--- config.mk ---
export PLATFORM = sky130hd
export DESIGN_NAME = pbus_seq
export DESIGN_NICKNAME = d
export VERILOG_FILES = /design/src/rtl/pbus_pkg.sv /design/src/rtl/pbus_phase_ctr.sv /design/src/rtl/pbus_xfer_ctr.sv /design/src/rtl/pbus_lane.sv /design/src/rtl/pbus_seq.sv
export SDC_FILE = /design/constraint.sdc
export NUM_CORES = 1
export LEC_CHECK = 0
export BUFFER_PORTS_ARGS = -buffer_cell sky130_fd_sc_hd__clkbuf_2
export CORE_MARGIN = 2
export CORE_UTILIZATION = 25
export DETAILED_ROUTE_END_ITERATION = 7
export GPL_TIMING_DRIVEN = 0
export PLACE_DENSITY_LB_ADDON = 0.2
export SYNTH_ARGS = -nofsm -noshare
export SYNTH_HDL_FRONTEND = slang
export SYNTH_SLANG_ARGS = --single-unit
--- constraint.sdc ---
create_clock -name clk -period 2.8 [get_ports clk]
set_input_delay 0 -clock clk [delete_from_list [all_inputs] [get_ports clk]]
set_output_delay 0 -clock clk [all_outputs]
set_load 0.02 [all_outputs]
--- src/rtl/pbus_pkg.sv ---
package pbus_pkg;

  typedef enum logic [2:0] {
    PH_IDLE   = 3'd0,
    PH_SETUP  = 3'd1,
    PH_STROBE = 3'd2,
    PH_HOLD   = 3'd3,
    PH_PACE   = 3'd4
  } pbus_phase_e;

  typedef enum logic {
    MODE_DIRECT = 1'b0,
    MODE_BURST  = 1'b1
  } pbus_mode_e;

endpackage

--- src/rtl/pbus_phase_ctr.sv ---
module pbus_phase_ctr #(
  parameter int TW = 4
) (
  input  logic          clk,
  input  logic          rst_n,
  input  logic          load,
  input  logic [TW-1:0] len,
  input  logic          run,
  output logic          last,
  output logic          first
);

  logic [TW-1:0] cnt_q, cnt_d;
  logic          first_q, first_d;

  // a zero length is stretched to one clock
  always_comb begin
    cnt_d   = cnt_q;
    first_d = load;
    if (load) begin
      cnt_d = (len == '0) ? '0 : len - 1'b1;
    end else if (run && (cnt_q != '0)) begin
      cnt_d = cnt_q - 1'b1;
    end
  end

  always_ff @(posedge clk or negedge rst_n) begin
    if (!rst_n) begin
      cnt_q   <= '0;
      first_q <= 1'b0;
    end else begin
      cnt_q   <= cnt_d;
      first_q <= first_d;
    end
  end

  assign last  = (cnt_q == '0);
  assign first = first_q;

endmodule

--- src/rtl/pbus_xfer_ctr.sv ---
module pbus_xfer_ctr #(
  parameter int CW = 8
) (
  input  logic          clk,
  input  logic          rst_n,
  input  logic          load,
  input  logic [CW-1:0] len,
  input  logic          dec,
  output logic          more
);

  logic [CW-1:0] rem_q, rem_d;

  always_comb begin
    rem_d = rem_q;
    if (load) begin
      rem_d = len;
    end else if (dec) begin
      rem_d = rem_q - 1'b1;
    end
  end

  always_ff @(posedge clk or negedge rst_n) begin
    if (!rst_n) begin
      rem_q <= '0;
    end else begin
      rem_q <= rem_d;
    end
  end

  assign more = (rem_q > CW'(1));


  xfer_underflow_chk: assert property (@(posedge clk) disable iff (!rst_n)
    dec |-> (rem_q != '0));

endmodule

--- src/rtl/pbus_lane.sv ---
module pbus_lane #(
  parameter int DW = 16
) (
  input  logic [DW-1:0] wword,
  input  logic          w_wide,
  input  logic          w_swap,
  output logic [DW-1:0] wlanes,
  input  logic [DW-1:0] rlanes,
  input  logic          r_wide,
  output logic [DW-1:0] rword
);

  localparam int HW = DW / 2;

  logic [HW-1:0] narrow_byte;

  always_comb begin
    narrow_byte = w_swap ? wword[DW-1:HW] : wword[HW-1:0];
    wlanes      = w_wide ? wword : {{(DW-HW){1'b0}}, narrow_byte};
    rword       = r_wide ? rlanes : {{(DW-HW){1'b0}}, rlanes[HW-1:0]};
  end

endmodule

--- src/rtl/pbus_seq.sv ---
module pbus_seq
  import pbus_pkg::*;
#(
  parameter int AW = 8,
  parameter int DW = 16,
  parameter int TW = 4,
  parameter int CW = 8
) (
  input  logic          clk,
  input  logic          rst_n,
  input  logic          enable,
  input  logic [TW-1:0] rd_setup,
  input  logic [TW-1:0] rd_strobe,
  input  logic [TW-1:0] rd_hold,
  input  logic [TW-1:0] rd_pace,
  input  logic          rd_wide,
  input  logic [TW-1:0] wr_setup,
  input  logic [TW-1:0] wr_strobe,
  input  logic [TW-1:0] wr_hold,
  input  logic [TW-1:0] wr_pace,
  input  logic          wr_wide,
  input  logic          wr_swap,
  input  logic          dir_start,
  input  logic          dir_write,
  input  logic [AW-1:0] dir_addr,
  input  logic [DW-1:0] dir_wdata,
  output logic          dir_done,
  input  logic          prog_start,
  input  logic          prog_write,
  input  logic          prog_clear,
  input  logic [CW-1:0] burst_len,
  input  logic [AW-1:0] prog_addr,
  input  logic [DW-1:0] prog_wdata,
  output logic          wbeat,
  output logic          active,
  output logic          prog_done,
  output logic [DW-1:0] rdata,
  output logic          rvalid,
  output logic [AW-1:0] bus_addr,
  output logic          bus_rd_n,
  output logic          bus_wr_n,
  output logic          bus_oe,
  output logic [DW-1:0] bus_dout,
  input  logic [DW-1:0] bus_din
);

  pbus_phase_e   state_q, state_d;
  pbus_mode_e    mode_q, mode_d;
  logic          wr_q, wr_d;
  logic          wide_q, wide_d;
  logic          swap_q, swap_d;
  logic [AW-1:0] addr_q, addr_d;
  logic [DW-1:0] wdat_q, wdat_d;
  logic [DW-1:0] rdat_q, rdat_d;
  logic          act_q, act_d;
  logic          pdone_q, pdone_d;
  logic          ddone_q, ddone_d;

  logic          idle, start_burst, zero_burst, start_dir;
  logic          cycle_end, cont, new_cyc, nxt_wr;
  logic          ph_load, ph_last, ph_first;
  logic [TW-1:0] ph_len;
  logic          more;
  logic [DW-1:0] rword;

  // ---------------- start decode ----------------
  always_comb begin
    idle        = (state_q == PH_IDLE);
    start_burst = idle && enable && prog_start && (burst_len != '0);
    zero_burst  = idle && enable && prog_start && (burst_len == '0);
    start_dir   = idle && enable && dir_start && !prog_start;
    cycle_end   = (state_q == PH_PACE) && ph_last;
    cont        = cycle_end && (mode_q == MODE_BURST) && more && enable;
    new_cyc     = start_burst || start_dir || cont;
    nxt_wr      = start_burst ? prog_write : (start_dir ? dir_write : wr_q);
  end

  // ---------------- phase sequencing ----------------
  always_comb begin
    state_d = state_q;
    case (state_q)
      PH_IDLE:   if (start_burst || start_dir) state_d = PH_SETUP;
      PH_SETUP:  if (ph_last) state_d = PH_STROBE;
      PH_STROBE: if (ph_last) state_d = PH_HOLD;
      PH_HOLD:   if (ph_last) state_d = PH_PACE;
      PH_PACE:   if (ph_last) state_d = cont ? PH_SETUP : PH_IDLE;
      default:   state_d = PH_IDLE;
    endcase
  end

  always_comb begin
    ph_load = new_cyc ||
              (ph_last && ((state_q == PH_SETUP) || (state_q == PH_STROBE) ||
                           (state_q == PH_HOLD)));
    case (state_d)
      PH_SETUP:  ph_len = nxt_wr ? wr_setup  : rd_setup;
      PH_STROBE: ph_len = wr_q   ? wr_strobe : rd_strobe;
      PH_HOLD:   ph_len = wr_q   ? wr_hold   : rd_hold;
      PH_PACE:   ph_len = wr_q   ? wr_pace   : rd_pace;
      default:   ph_len = '0;
    endcase
  end

  pbus_phase_ctr #(.TW(TW)) u_phase (
    .clk   (clk),
    .rst_n (rst_n),
    .load  (ph_load),
    .len   (ph_len),
    .run   (!idle),
    .last  (ph_last),
    .first (ph_first)
  );

  pbus_xfer_ctr #(.CW(CW)) u_xfer (
    .clk   (clk),
    .rst_n (rst_n),
    .load  (start_burst),
    .len   (burst_len),
    .dec   (cycle_end && (mode_q == MODE_BURST)),
    .more  (more)
  );

  pbus_lane #(.DW(DW)) u_lane (
    .wword  (wdat_q),
    .w_wide (wide_q),
    .w_swap (swap_q),
    .wlanes (bus_dout),
    .rlanes (bus_din),
    .r_wide (wide_q),
    .rword  (rword)
  );

  // ---------------- datapath and status next-state ----------------
  always_comb begin
    mode_d  = mode_q;
    wr_d    = wr_q;
    wide_d  = wide_q;
    swap_d  = swap_q;
    addr_d  = addr_q;
    wdat_d  = wdat_q;
    rdat_d  = rdat_q;
    act_d   = act_q;
    pdone_d = pdone_q;
    ddone_d = ddone_q;

    if (start_burst) begin
      mode_d = MODE_BURST;
      addr_d = prog_addr;
    end else if (start_dir) begin
      mode_d = MODE_DIRECT;
      addr_d = dir_addr;
    end

    if (new_cyc) begin
      wr_d   = nxt_wr;
      wide_d = nxt_wr ? wr_wide : rd_wide;
      swap_d = wr_swap;
      wdat_d = start_dir ? dir_wdata : prog_wdata;
    end

    if ((state_q == PH_STROBE) && ph_last && !wr_q) begin
      rdat_d = rword;
    end

    if (start_burst) begin
      act_d = 1'b1;
    end else if (cycle_end && !cont) begin
      act_d = 1'b0;
    end

    if (zero_burst || (cycle_end && (mode_q == MODE_BURST) && !more)) begin
      pdone_d = 1'b1;
    end else if (prog_clear || start_burst) begin
      pdone_d = 1'b0;
    end

    if (start_dir) begin
      ddone_d = 1'b0;
    end else if (cycle_end && (mode_q == MODE_DIRECT)) begin
      ddone_d = 1'b1;
    end
  end

  always_ff @(posedge clk or negedge rst_n) begin
    if (!rst_n) begin
      state_q <= PH_IDLE;
      mode_q  <= MODE_DIRECT;
      wr_q    <= 1'b0;
      wide_q  <= 1'b1;
      swap_q  <= 1'b0;
      addr_q  <= '0;
      wdat_q  <= '0;
      rdat_q  <= '0;
      act_q   <= 1'b0;
      pdone_q <= 1'b0;
      ddone_q <= 1'b0;
    end else begin
      state_q <= state_d;
      mode_q  <= mode_d;
      wr_q    <= wr_d;
      wide_q  <= wide_d;
      swap_q  <= swap_d;
      addr_q  <= addr_d;
      wdat_q  <= wdat_d;
      rdat_q  <= rdat_d;
      act_q   <= act_d;
      pdone_q <= pdone_d;
      ddone_q <= ddone_d;
    end
  end

  // ---------------- outputs ----------------
  assign bus_addr  = addr_q;
  assign bus_rd_n  = !((state_q == PH_STROBE) && !wr_q);
  assign bus_wr_n  = !((state_q == PH_STROBE) && wr_q);
  assign bus_oe    = wr_q && !idle;
  assign rdata     = rdat_q;
  assign rvalid    = (state_q == PH_HOLD) && ph_first && !wr_q;
  assign wbeat     = (state_q == PH_SETUP) && ph_first && wr_q && (mode_q == MODE_BURST);
  assign active    = act_q;
  assign prog_done = pdone_q;
  assign dir_done  = ddone_q;

  // ---------------- assertions ----------------

  addr_hold_chk: assert property (@(posedge clk) disable iff (!rst_n)
    ((state_q != PH_IDLE) && ($past(state_q) != PH_IDLE)) |-> $stable(bus_addr));


  strobe_entry_chk: assert property (@(posedge clk) disable iff (!rst_n)
    ((state_q == PH_STROBE) && ($past(state_q) != PH_STROBE)) |-> ($past(state_q) == PH_SETUP));


  active_fall_chk: assert property (@(posedge clk) disable iff (!rst_n)
    $fell(act_q) |-> ($past(state_q) == PH_PACE));


  rvalid_src_chk: assert property (@(posedge clk) disable iff (!rst_n)
    rvalid |-> !$past(bus_rd_n));


  done_idle_chk: assert property (@(posedge clk) disable iff (!rst_n)
    $rose(pdone_q) |-> !act_q);


  oe_read_chk: assert property (@(posedge clk) disable iff (!rst_n)
    !bus_rd_n |-> !bus_oe);

endmodule

==> impl_metrics.tcl, run 1 <==
set metrics [dict create \
    die_w_um 126 \
    synth_seq_cells 63 \
    antenna_found_initial 0 \
    cp.required_ps 3060 \
    drt_iter0_drc 166 \
    slew_headroom 0.634 \
    wl_um 12300 \
    ys_warn_count 0 \
    layout_setup_ws_ps 63.0 \
    rsz0062_at_grt "no" \
    start_util 0.256 \
    place.gp.congestion 0.810 \
    syn_area_sq_mm 0.00370 \
    rr_worst_depth 10 \
    viasPerCell 4.68 \
    drc 0 \
    cts_buffer_depth 2 \
    crit_path_start_kind "input port" \
    hold_slack_ps 24.3 \
    die_h_um 126 \
    fin_area_sq_mm 0.00592 \
    fin_worst_skew_ps 5.21 \
    period_needed_ps 2740 \
    io_buffers 162 \
    fp-row-count 44 \
    synth_seq_area_share 0.426 \
    finalMaxSlewViolations 0 \
    hp-class "input port to register" \
    fmax_mhz 365 \
    cp.arrival_ps 3000 \
    synth_common_cells "62 x dfrtp_1, 48 x nor2_1, 36 x nand2_1" \
    core-area_sq_mm 0.0145 \
    firstDrtPassIters 4 \
    hpwl_um 8670 \
    diodes 0 \
    cts.htree.levels 3 \
    synthDistinctLibCells 58 \
    wl_per_cell_um 14.8 \
    ios 163 \
    cts-root-buf "clkbuf_16" \
    drive_above_1_share 0.356 \
    grtUsageTotal 0.159 \
    grt_pass1_vias 4171 \
    grt.overflow.total 0 \
    fin_nets 762 \
    dieArea_sq_mm 0.0158 \
    peakVddDrop_mv 0.536 \
    outcome "finished clean" \
    synth_flop_cell "dfrtp_1" \
    synthCells 391 \
    synth_nets 509 \
    via_count 3896 \
    clk_pin_slew_ps 50 \
    cts_sinks 63 \
    setup_viol 0 \
    numCtsBuffers 9 \
    ant_nets 0 \
    synth-edff-count 0 \
    crit_path_end_kind "register" \
    worst_pin_slew_ps 545 \
    yosysTopAreaCell "dfrtp_1" \
    cp_max_fo 5 \
    period_share 0.978 \
    critPathKind "input port to register" \
    place_area_sq_mm 0.00478 \
    grt_max_degree 62 \
    hold_depth 3 \
    yosysMostFrequentCell "dfrtp_1" \
    synth_area_per_cell_sq_um 9.48 \
    finalHoldViolations 0 \
    cts_tree "yes" \
    synthArstFlopShare 1.00 \
    grt_pass1_wl_um 20100 \
    synth_top_area_share 0.419 \
    clkLatencyLatePin_ps 330 \
    power_leakage_nw 2.88 \
    yosys-top-cells-area "dfrtp_1 42%, mux2i_1 9.5%, mux2_2 5.2%" \
    post-place-ws_ps -533 \
    finalSetupTns_ps 0 \
    maxCapViolations 0 \
    area_growth_syn_to_layout_pct 59.7 \
    powerDensity_mw_per_mm2 970 \
]
-- layout by cell type, fill, tap and decap left out, types with 16 or more instances in the layout --
| master | n |
|---|---|
| dfrtp_1 | 62 |
| clkbuf_1 | 17 |
| o21ai_0 | 16 |
| nor2_1 | 48 |
| clkbuf_2 | 166 |
| dlygate4sd3_1 | 75 |
| nand2_1 | 35 |
| a21oi_1 | 28 |
| mux2_2 | 17 |
| mux2i_1 | 35 |
-- worst max-delay path, stage by stage --
cell,delay (ps)
dlygate4sd3_1,540
clkbuf_2,120
or4_4,540
o211ai_2,300
nand2_1,190
o311ai_4,450
o311ai_2,230
or4_1,540
o21ai_1,80
-- worst paths after layout --
kind,startpoint,slack (ps),endpoint
setup reg to reg,u_phase.cnt_q[0],180,u_phase.cnt_q[2]
setup / recovery,burst_len[4],60,u_phase.cnt_q[2]
min in group asynchronous,rst_n,30,prog_done
hold / removal,prog_wdata[11],20,wdat_q[11]
max in group asynchronous,rst_n,2220,wide_q
hold reg to reg,swap_q,470,swap_q
-- flip-flops by register name, summed over array words and instances (netlist names), 3 cells and up --
| register | count |
|---|---|
| rdata | 16 |
| state_q | 3 |
| u_xfer.rem_q | 8 |
| wdat_q | 16 |
| bus_addr | 8 |
| u_phase.cnt_q | 4 |
-- final cells by class --
cell class | count | area [sq um]
Inverter | 7 | 26.3
Multi-Input combinational cell | 292 | 2000
Fill cell | 1460 | 8560
Sequential cell | 63 | 1580
Tap cell | 184 | 230
Clock buffer | 11 | 253
Timing Repair Buffer | 243 | 1640
Buffer | 28 | 145
Clock inverter | 4 | 45.0
-- per-layer routing --
layer  share of wire  track usage
met5               0            0
met4          0.0041       0.0394
met3           0.055       0.0421
met2            0.50        0.288
met1            0.44        0.187
-- power by group --
group | total (mW) | internal (mW) | switching (mW) | leakage (nW)
clock network | 1.13 | 0.727 | 0.402 | 0.151
registers | 1.61 | 1.33 | 0.272 | 0.709
logic | 3.01 | 1.30 | 1.70 | 2.02
total | 5.74 | 3.36 | 2.38 | 2.88
-- kinds of logic after synthesis --
family	count (synthesis)	synth area share
AO/OA/AOI/OAI	90	0.166
XOR/XNOR	3	0.00709
adder cells (fa/ha/maj)	3	0.0101
buffers and inverters	36	0.0442
flip-flops	63	0.426
multiplexers	53	0.149
AND/OR/NAND/NOR	143	0.197
-- metrics by stage --
step | total power, mW | util | cells
after floorplan | 3.53 | - | 391
after global placement | 4.36 | 0.328 | 737
after detailed placement | 4.40 | 0.330 | 738
after CTS | 5.69 | 0.404 | 828
after global routing | 6.17 | 0.409 | 832
final | 5.74 | 0.409 | 832
-- what timing repair did --
action	in CTS	in global routing
setup buffers	0	5
resized for setup	9	7
hold buffers	75	0
endpoints found under the setup margin	23	22
endpoints found under the hold margin	112	0
pin swaps	1	3
Power figures use the tool's default switching activity.
==> inputs of run 2 (changes only) <==
- CORE_UTILIZATION: 25 -> 35
- clock period: 2.8 -> 3.2 ns (I/O delays scaled with it)
==> run 2 against run 1 <==
Effect of this change: worst setup slack improved by 170 ps; total power shrank 17%; clock skew grew 9.6 ps; global-route usage increased by 5.1 points; non-clock buffer count decreased by 4; critical path depth rose by 2; design area shrank 3.7%; largest power group unchanged; sequential power fell by 13%.
==> impl_metrics.tcl, run 2 (same netlist as run 1, synthesis figures left out) <==
set metrics [dict create \
    grtUsageTotal 0.210 \
    die_h_um 107 \
    cp.arrival_ps 3220 \
    setup_viol 0 \
    finalMaxSlewViolations 0 \
    drive_above_1_share 0.343 \
    p_int_mw 2.70 \
    wl_um 11800 \
    worst_pin_slew_ps 738 \
    layout_setup_ws_ps 235 \
    hpwl_um 8270 \
    cp_max_fo 10 \
    seq_power_share 0.295 \
    rr_endpoint "u_phase.cnt_q[2]" \
    dieArea_sq_mm 0.0114 \
    clk_pin_slew_ps 70 \
    core-area_sq_mm 0.0103 \
    fin_nets 758 \
    power_leakage_nw 2.80 \
    finalHoldViolations 0 \
    cp.required_ps 3460 \
    cts_tree "yes" \
    period_needed_ps 2960 \
    cts-root-buf "clkbuf_8" \
    clkLatencyLatePin_ps 340 \
    hold_depth 3 \
    cts_setup_buffers 0 \
    reg2reg_slack_ps 240 \
    antenna_found_initial 0 \
    critPathKind "register to register" \
    switching_share 0.430 \
    drc 0 \
    crit_buf_inv 3 \
    via_count 3894 \
    fp-row-count 37 \
    finalPower_mw 4.74 \
    critical-path-top-delay-family "simple AND/OR/NAND/NOR gates" \
    hp-class "input port to register" \
    combPwrFrac 0.537 \
    hp-start "dir_wdata[6]" \
    clkPwrFrac 0.168 \
    ant_nets 0 \
    place.gp.congestion 0.862 \
    hold-path-endpoint "wdat_q[6]" \
    viasPerCell 4.99 \
    firstDrtPassIters 4 \
    powerDensity_mw_per_mm2 832 \
    outcome "finished clean" \
    diodes 0 \
    rsz0062_at_grt "no" \
    wl_per_cell_um 15.1 \
    post-place-ws_ps -59.2 \
    fin_worst_skew_ps 14.8 \
    io_buffers 162 \
    grt.overflow.total 0 \
    final_common_cell "clkbuf_2" \
    slowest_stage "or4_1" \
    peakVddDrop_mv 0.405 \
    rr_worst_depth 11 \
    area_growth_syn_to_layout_pct 53.8 \
    final_cell_mix "165 x clkbuf_2, 75 x dlygate4sd3_1, 62 x dfrtp_1, 48 x nor2_1, 36 x nand2_1" \
    grt_max_degree 36 \
    fmax_mhz 337 \
    max_stage_delay_ps 530 \
    grt_pass1_wl_um 18900 \
    numCtsBuffers 9 \
    crit_path_end_kind "register" \
    cts.htree.levels 3 \
    die_w_um 107 \
    cp.depth 11 \
    p_sw_mw 2.04 \
    cts_sinks 63 \
    period_share 0.926 \
    cp_cell_sequence "inv_1 > ha_1 > or3b_1 > clkbuf_1 > clkbuf_1 > mux2i_1 > a211oi_1 > o22a_1 > o21ai_1 > or4_1 > o21ai_1" \
    maxCapViolations 0 \
    start_util 0.359 \
    slew_headroom 0.508 \
    grt_pass1_vias 4037 \
    cts_buffer_depth 2 \
    ios 163 \
    drt_iter0_drc 216 \
    reg2reg_from "u_phase.cnt_q[0]" \
    crit_path_start_kind "register" \
]
-- run 2: timing repair --
item,in CTS,in global routing
endpoints found under the setup margin,19,21
hold buffers,75,0
gates resized for setup,2,3
endpoints found under the hold margin,78,0
-- run 2: power by group through the flow --
stage / combinational (mW) / sequential (mW) / clock, mW
after floorplan: 1.55 / 1.54 / 0
after global placement: 2.39 / 1.39 / 0
after detailed placement: 2.43 / 1.41 / 0
after CTS: 2.54 / 1.39 / 0.819
after global routing: 2.78 / 1.44 / 0.853
final: 2.55 / 1.40 / 0.797
-- run 2: routing by layer --
metal	vias up	GRT usage	wire length [um]
li1	1902	-	-
met1	1828	0.253	5000
met2	144	0.373	5980
met3	20	0.0426	585
met4	0	0.0677	203
met5	-	0	0
-- run 2: worst max-delay path by stage --
stage / to / start
after detailed placement: wdat_q[14] / u_phase.cnt_q[0]
after global routing: u_phase.cnt_q[2] / u_phase.cnt_q[0]
final: u_phase.cnt_q[2] / u_phase.cnt_q[0]
after floorplan: u_xfer.rem_q[7] / u_phase.cnt_q[0]
after CTS: u_phase.cnt_q[0] / u_phase.cnt_q[0]
after global placement: u_phase.cnt_q[3] / u_phase.cnt_q[0]
-- run 2: area by class of cell --
| cell class | instances | area [sq um] |
|---|---|---|
| plain buffers | 29 | 141 |
| clock buffers | 10 | 138 |
| flip-flops and latches | 63 | 1580 |
| clock inverters | 6 | 92.6 |
| multi-input cells | 292 | 1970 |
| repair buffers | 238 | 1580 |
| well taps | 136 | 170 |
| fillers | 937 | 4630 |
| inverters | 7 | 26.3 |
-- run 2: stage by stage --
stage / instances / hold slack, ps / instance area, sq um / util / setup TNS, ps
2_1_floorplan: 391 / -296 / 3700 / - / 0
3_3_place_gp: 689 / 220 / 4690 / 0.454 / -56.2
6_report: 781 / 22.2 / 5700 / 0.552 / 0
3_5_place_dp: 690 / -0.530 / 4710 / 0.456 / -603
4_1_cts: 781 / 7.88 / 5690 / 0.551 / 0
5_1_grt: 781 / 47.2 / 5700 / 0.552 / 0
-- run 2: worst register-to-register path, stage by stage (launching register included) --
cell and delay (ps):
dfrtp_1 400, inv_1 80, ha_1 210, or3b_1 350
clkbuf_1 160, clkbuf_1 260, mux2i_1 190, a211oi_1 280
o22a_1 220, o21ai_1 130, or4_1 530, o21ai_1 90
==> inputs of run 3 (changes only) <==
--- a/config.mk
+++ b/config.mk
@@ -12,4 +12,5 @@
 export GPL_TIMING_DRIVEN = 0
 export PLACE_DENSITY_LB_ADDON = 0.2
+export SLEW_MARGIN = 20
 export SYNTH_ARGS = -nofsm -noshare
 export SYNTH_HDL_FRONTEND = slang
==> constraint.sdc (replaced) <==
create_clock -name clk -period 3.2 [get_ports clk]
set_input_delay 0.32 -clock clk [delete_from_list [all_inputs] [get_ports clk]]
set_output_delay 0.32 -clock clk [all_outputs]
set_load 0.02 [all_outputs]
==> run 3 against run 2 <==
Effect of this change: clock power grew 0.9%; combinational power down 5%; routed wire length is 9.0% lower; register-to-register slack gained 20 ps; utilization fell by 7.2 points; die area unchanged; hold slack improved by 170 ps; global-route usage shrank 2.0 points; sequential share of layout area rose by 4.1 points; total power shrank 2.4%; non-clock buffer count decreased by 74; fmax up 0.83%; largest cell class unchanged.
==> impl_metrics.tcl, run 3 (same netlist as run 1, synthesis figures left out) <==
set metrics [dict create \
    outcome "finished clean" \
    drt_iter0_drc 179 \
    crit_buf_inv 3 \
    critical-path-top-delay-family "simple AND/OR/NAND/NOR gates" \
    cp_max_fo 10 \
    cts_tree "yes" \
    cp_cell_sequence "inv_1 > ha_1 > or3b_1 > clkbuf_1 > clkbuf_1 > mux2i_1 > a211oi_1 > o22a_1 > o21ai_1 > or4_1 > o21ai_1" \
    rsz0062_at_grt "no" \
    cts.htree.levels 3 \
    reg2reg_from "u_phase.cnt_q[0]" \
    io_buffers 162 \
    grtUsageTotal 0.190 \
    top_layer "met4" \
    fmax_mhz 340 \
    firstDrtPassIters 4 \
    cts_sinks 63 \
    dp.cells 690 \
    maxCapViolations 0 \
    wl_um 10700 \
    die_h_um 107 \
    hp-class "input port to register" \
    numCtsBuffers 9 \
    setup_viol 0 \
    powerDensity_mw_per_mm2 934 \
    max_stage_delay_ps 530 \
    layout_setup_ws_ps 260 \
    area_growth_syn_to_layout_pct 33.8 \
    fin_worst_skew_ps 16.0 \
    fillers 1029 \
    ant_nets 0 \
    slowest_stage "or4_1" \
    grt.overflow.total 0 \
    hold_slack_ps 192 \
    clkLatencyLatePin_ps 350 \
    period_share 0.919 \
    viasPerCell 5.02 \
    die_w_um 107 \
    power_leakage_nw 2.47 \
    layout.cells.non_filler 707 \
    via_count 3547 \
    hpwl_um 8270 \
    grt_pass1_wl_um 17200 \
    dr_wl_met3_um 543 \
    rr_worst_depth 11 \
    hold-path-endpoint "rdata[15]" \
    grt_max_degree 36 \
    antenna_found_initial 0 \
    drive_above_1_share 0.387 \
    fin_area_sq_mm 0.00496 \
    cp.required_ps 3460 \
    ios 163 \
    cp.arrival_ps 3200 \
    core-area_sq_mm 0.0103 \
    clk_pin_slew_ps 90 \
    slew_headroom 0.511 \
    rr_endpoint "u_phase.cnt_q[2]" \
    hold_depth 3 \
    crit_path_end_kind "register" \
    post-place-ws_ps -59.2 \
    grt_pass1_vias 3625 \
    critPathKind "register to register" \
    dieArea_sq_mm 0.0114 \
    wl_per_cell_um 15.1 \
    place_area_sq_mm 0.00471 \
    place.gp.congestion 0.862 \
    peakVddDrop_mv 0.480 \
    finalMaxSlewViolations 0 \
    hp-start "bus_din[15]" \
    start_util 0.359 \
    fin_nets 684 \
    cts_setup_buffers 0 \
    final_cell_mix "165 x clkbuf_2, 62 x dfrtp_1, 48 x nor2_1, 36 x nand2_1, 35 x mux2i_1" \
    cts_buffer_depth 2 \
    worst_pin_slew_ps 734 \
    final_common_cell "clkbuf_2" \
    cts-root-buf "clkbuf_8" \
    finalHoldViolations 0 \
    fp-row-count 37 \
    crit_path_start_kind "register" \
    drc 0 \
    diodes 0 \
    drt-met1-wl_um 4880 \
    period_needed_ps 2940 \
    wl_met2_um 5170 \
    reg2reg_slack_ps 260 \
]
## run 3: cell types whose count changed in the layout (fill, tap and decap cells not counted), sizes merged
cell / change
dlygate4sd3: -74
## run 3: how the worst max path moves through the flow
stage / start / to / slack [ps] / cells past startpoint
finish: u_phase.cnt_q[0] / u_phase.cnt_q[2] / 260 / 11
global route: u_phase.cnt_q[0] / u_phase.cnt_q[2] / 140 / 11
CTS: u_phase.cnt_q[0] / u_phase.cnt_q[0] / 40 / 9
detailed placement: u_phase.cnt_q[0] / wdat_q[14] / -60 / 9
global placement: u_phase.cnt_q[0] / u_phase.cnt_q[3] / -40 / 9
floorplan: u_phase.cnt_q[0] / u_xfer.rem_q[7] / 610 / 9
## run 3: layout make-up
cell class | instances | area, sq um | share of cell area
clock buffers | 10 | 138 | 0.0278
multi-input cells | 292 | 1970 | 0.397
well taps | 136 | 170 | 0.0343
clock inverters | 6 | 92.6 | 0.0187
flip-flops and latches | 63 | 1580 | 0.318
repair buffers | 164 | 843 | 0.170
plain buffers | 29 | 141 | 0.0285
inverters | 7 | 26.3 | 0.00530
## run 3: repair_timing
action,in CTS,in global routing
pin swaps,0,0
hold endpoints to repair,28,0
endpoints found under the setup margin,19,21
cloned,0,0
hold buffers,1,0
resized for setup,2,3
## run 3: stage by stage
step,TNS (ps),util,power (mW)
3_5_place_dp,-603,0.456,3.84
4_1_cts,0,0.480,4.66
2_1_floorplan,0,-,3.09
5_1_grt,0,0.480,4.96
6_report,0,0.480,4.63
3_3_place_gp,-56.2,0.454,3.78
## run 3: tightest hold or removal path, cell delays in order
cell and delay, ps:
clkbuf_2 80, nand2_1 50, o21ai_0 60
## run 3: layer usage
layer	GRT usage	vias to the layer above
li1	-	1761
met1	0.243	1660
met2	0.325	116
met3	0.0407	10
met4	0.0519	0
met5	0	-
## run 3: report_power, final
part	total (mW)	internal, mW	switching [mW]
combinational	2.43	0.995	1.44
sequential	1.39	1.16	0.229
clock	0.804	0.464	0.341
total	4.63	2.62	2.01
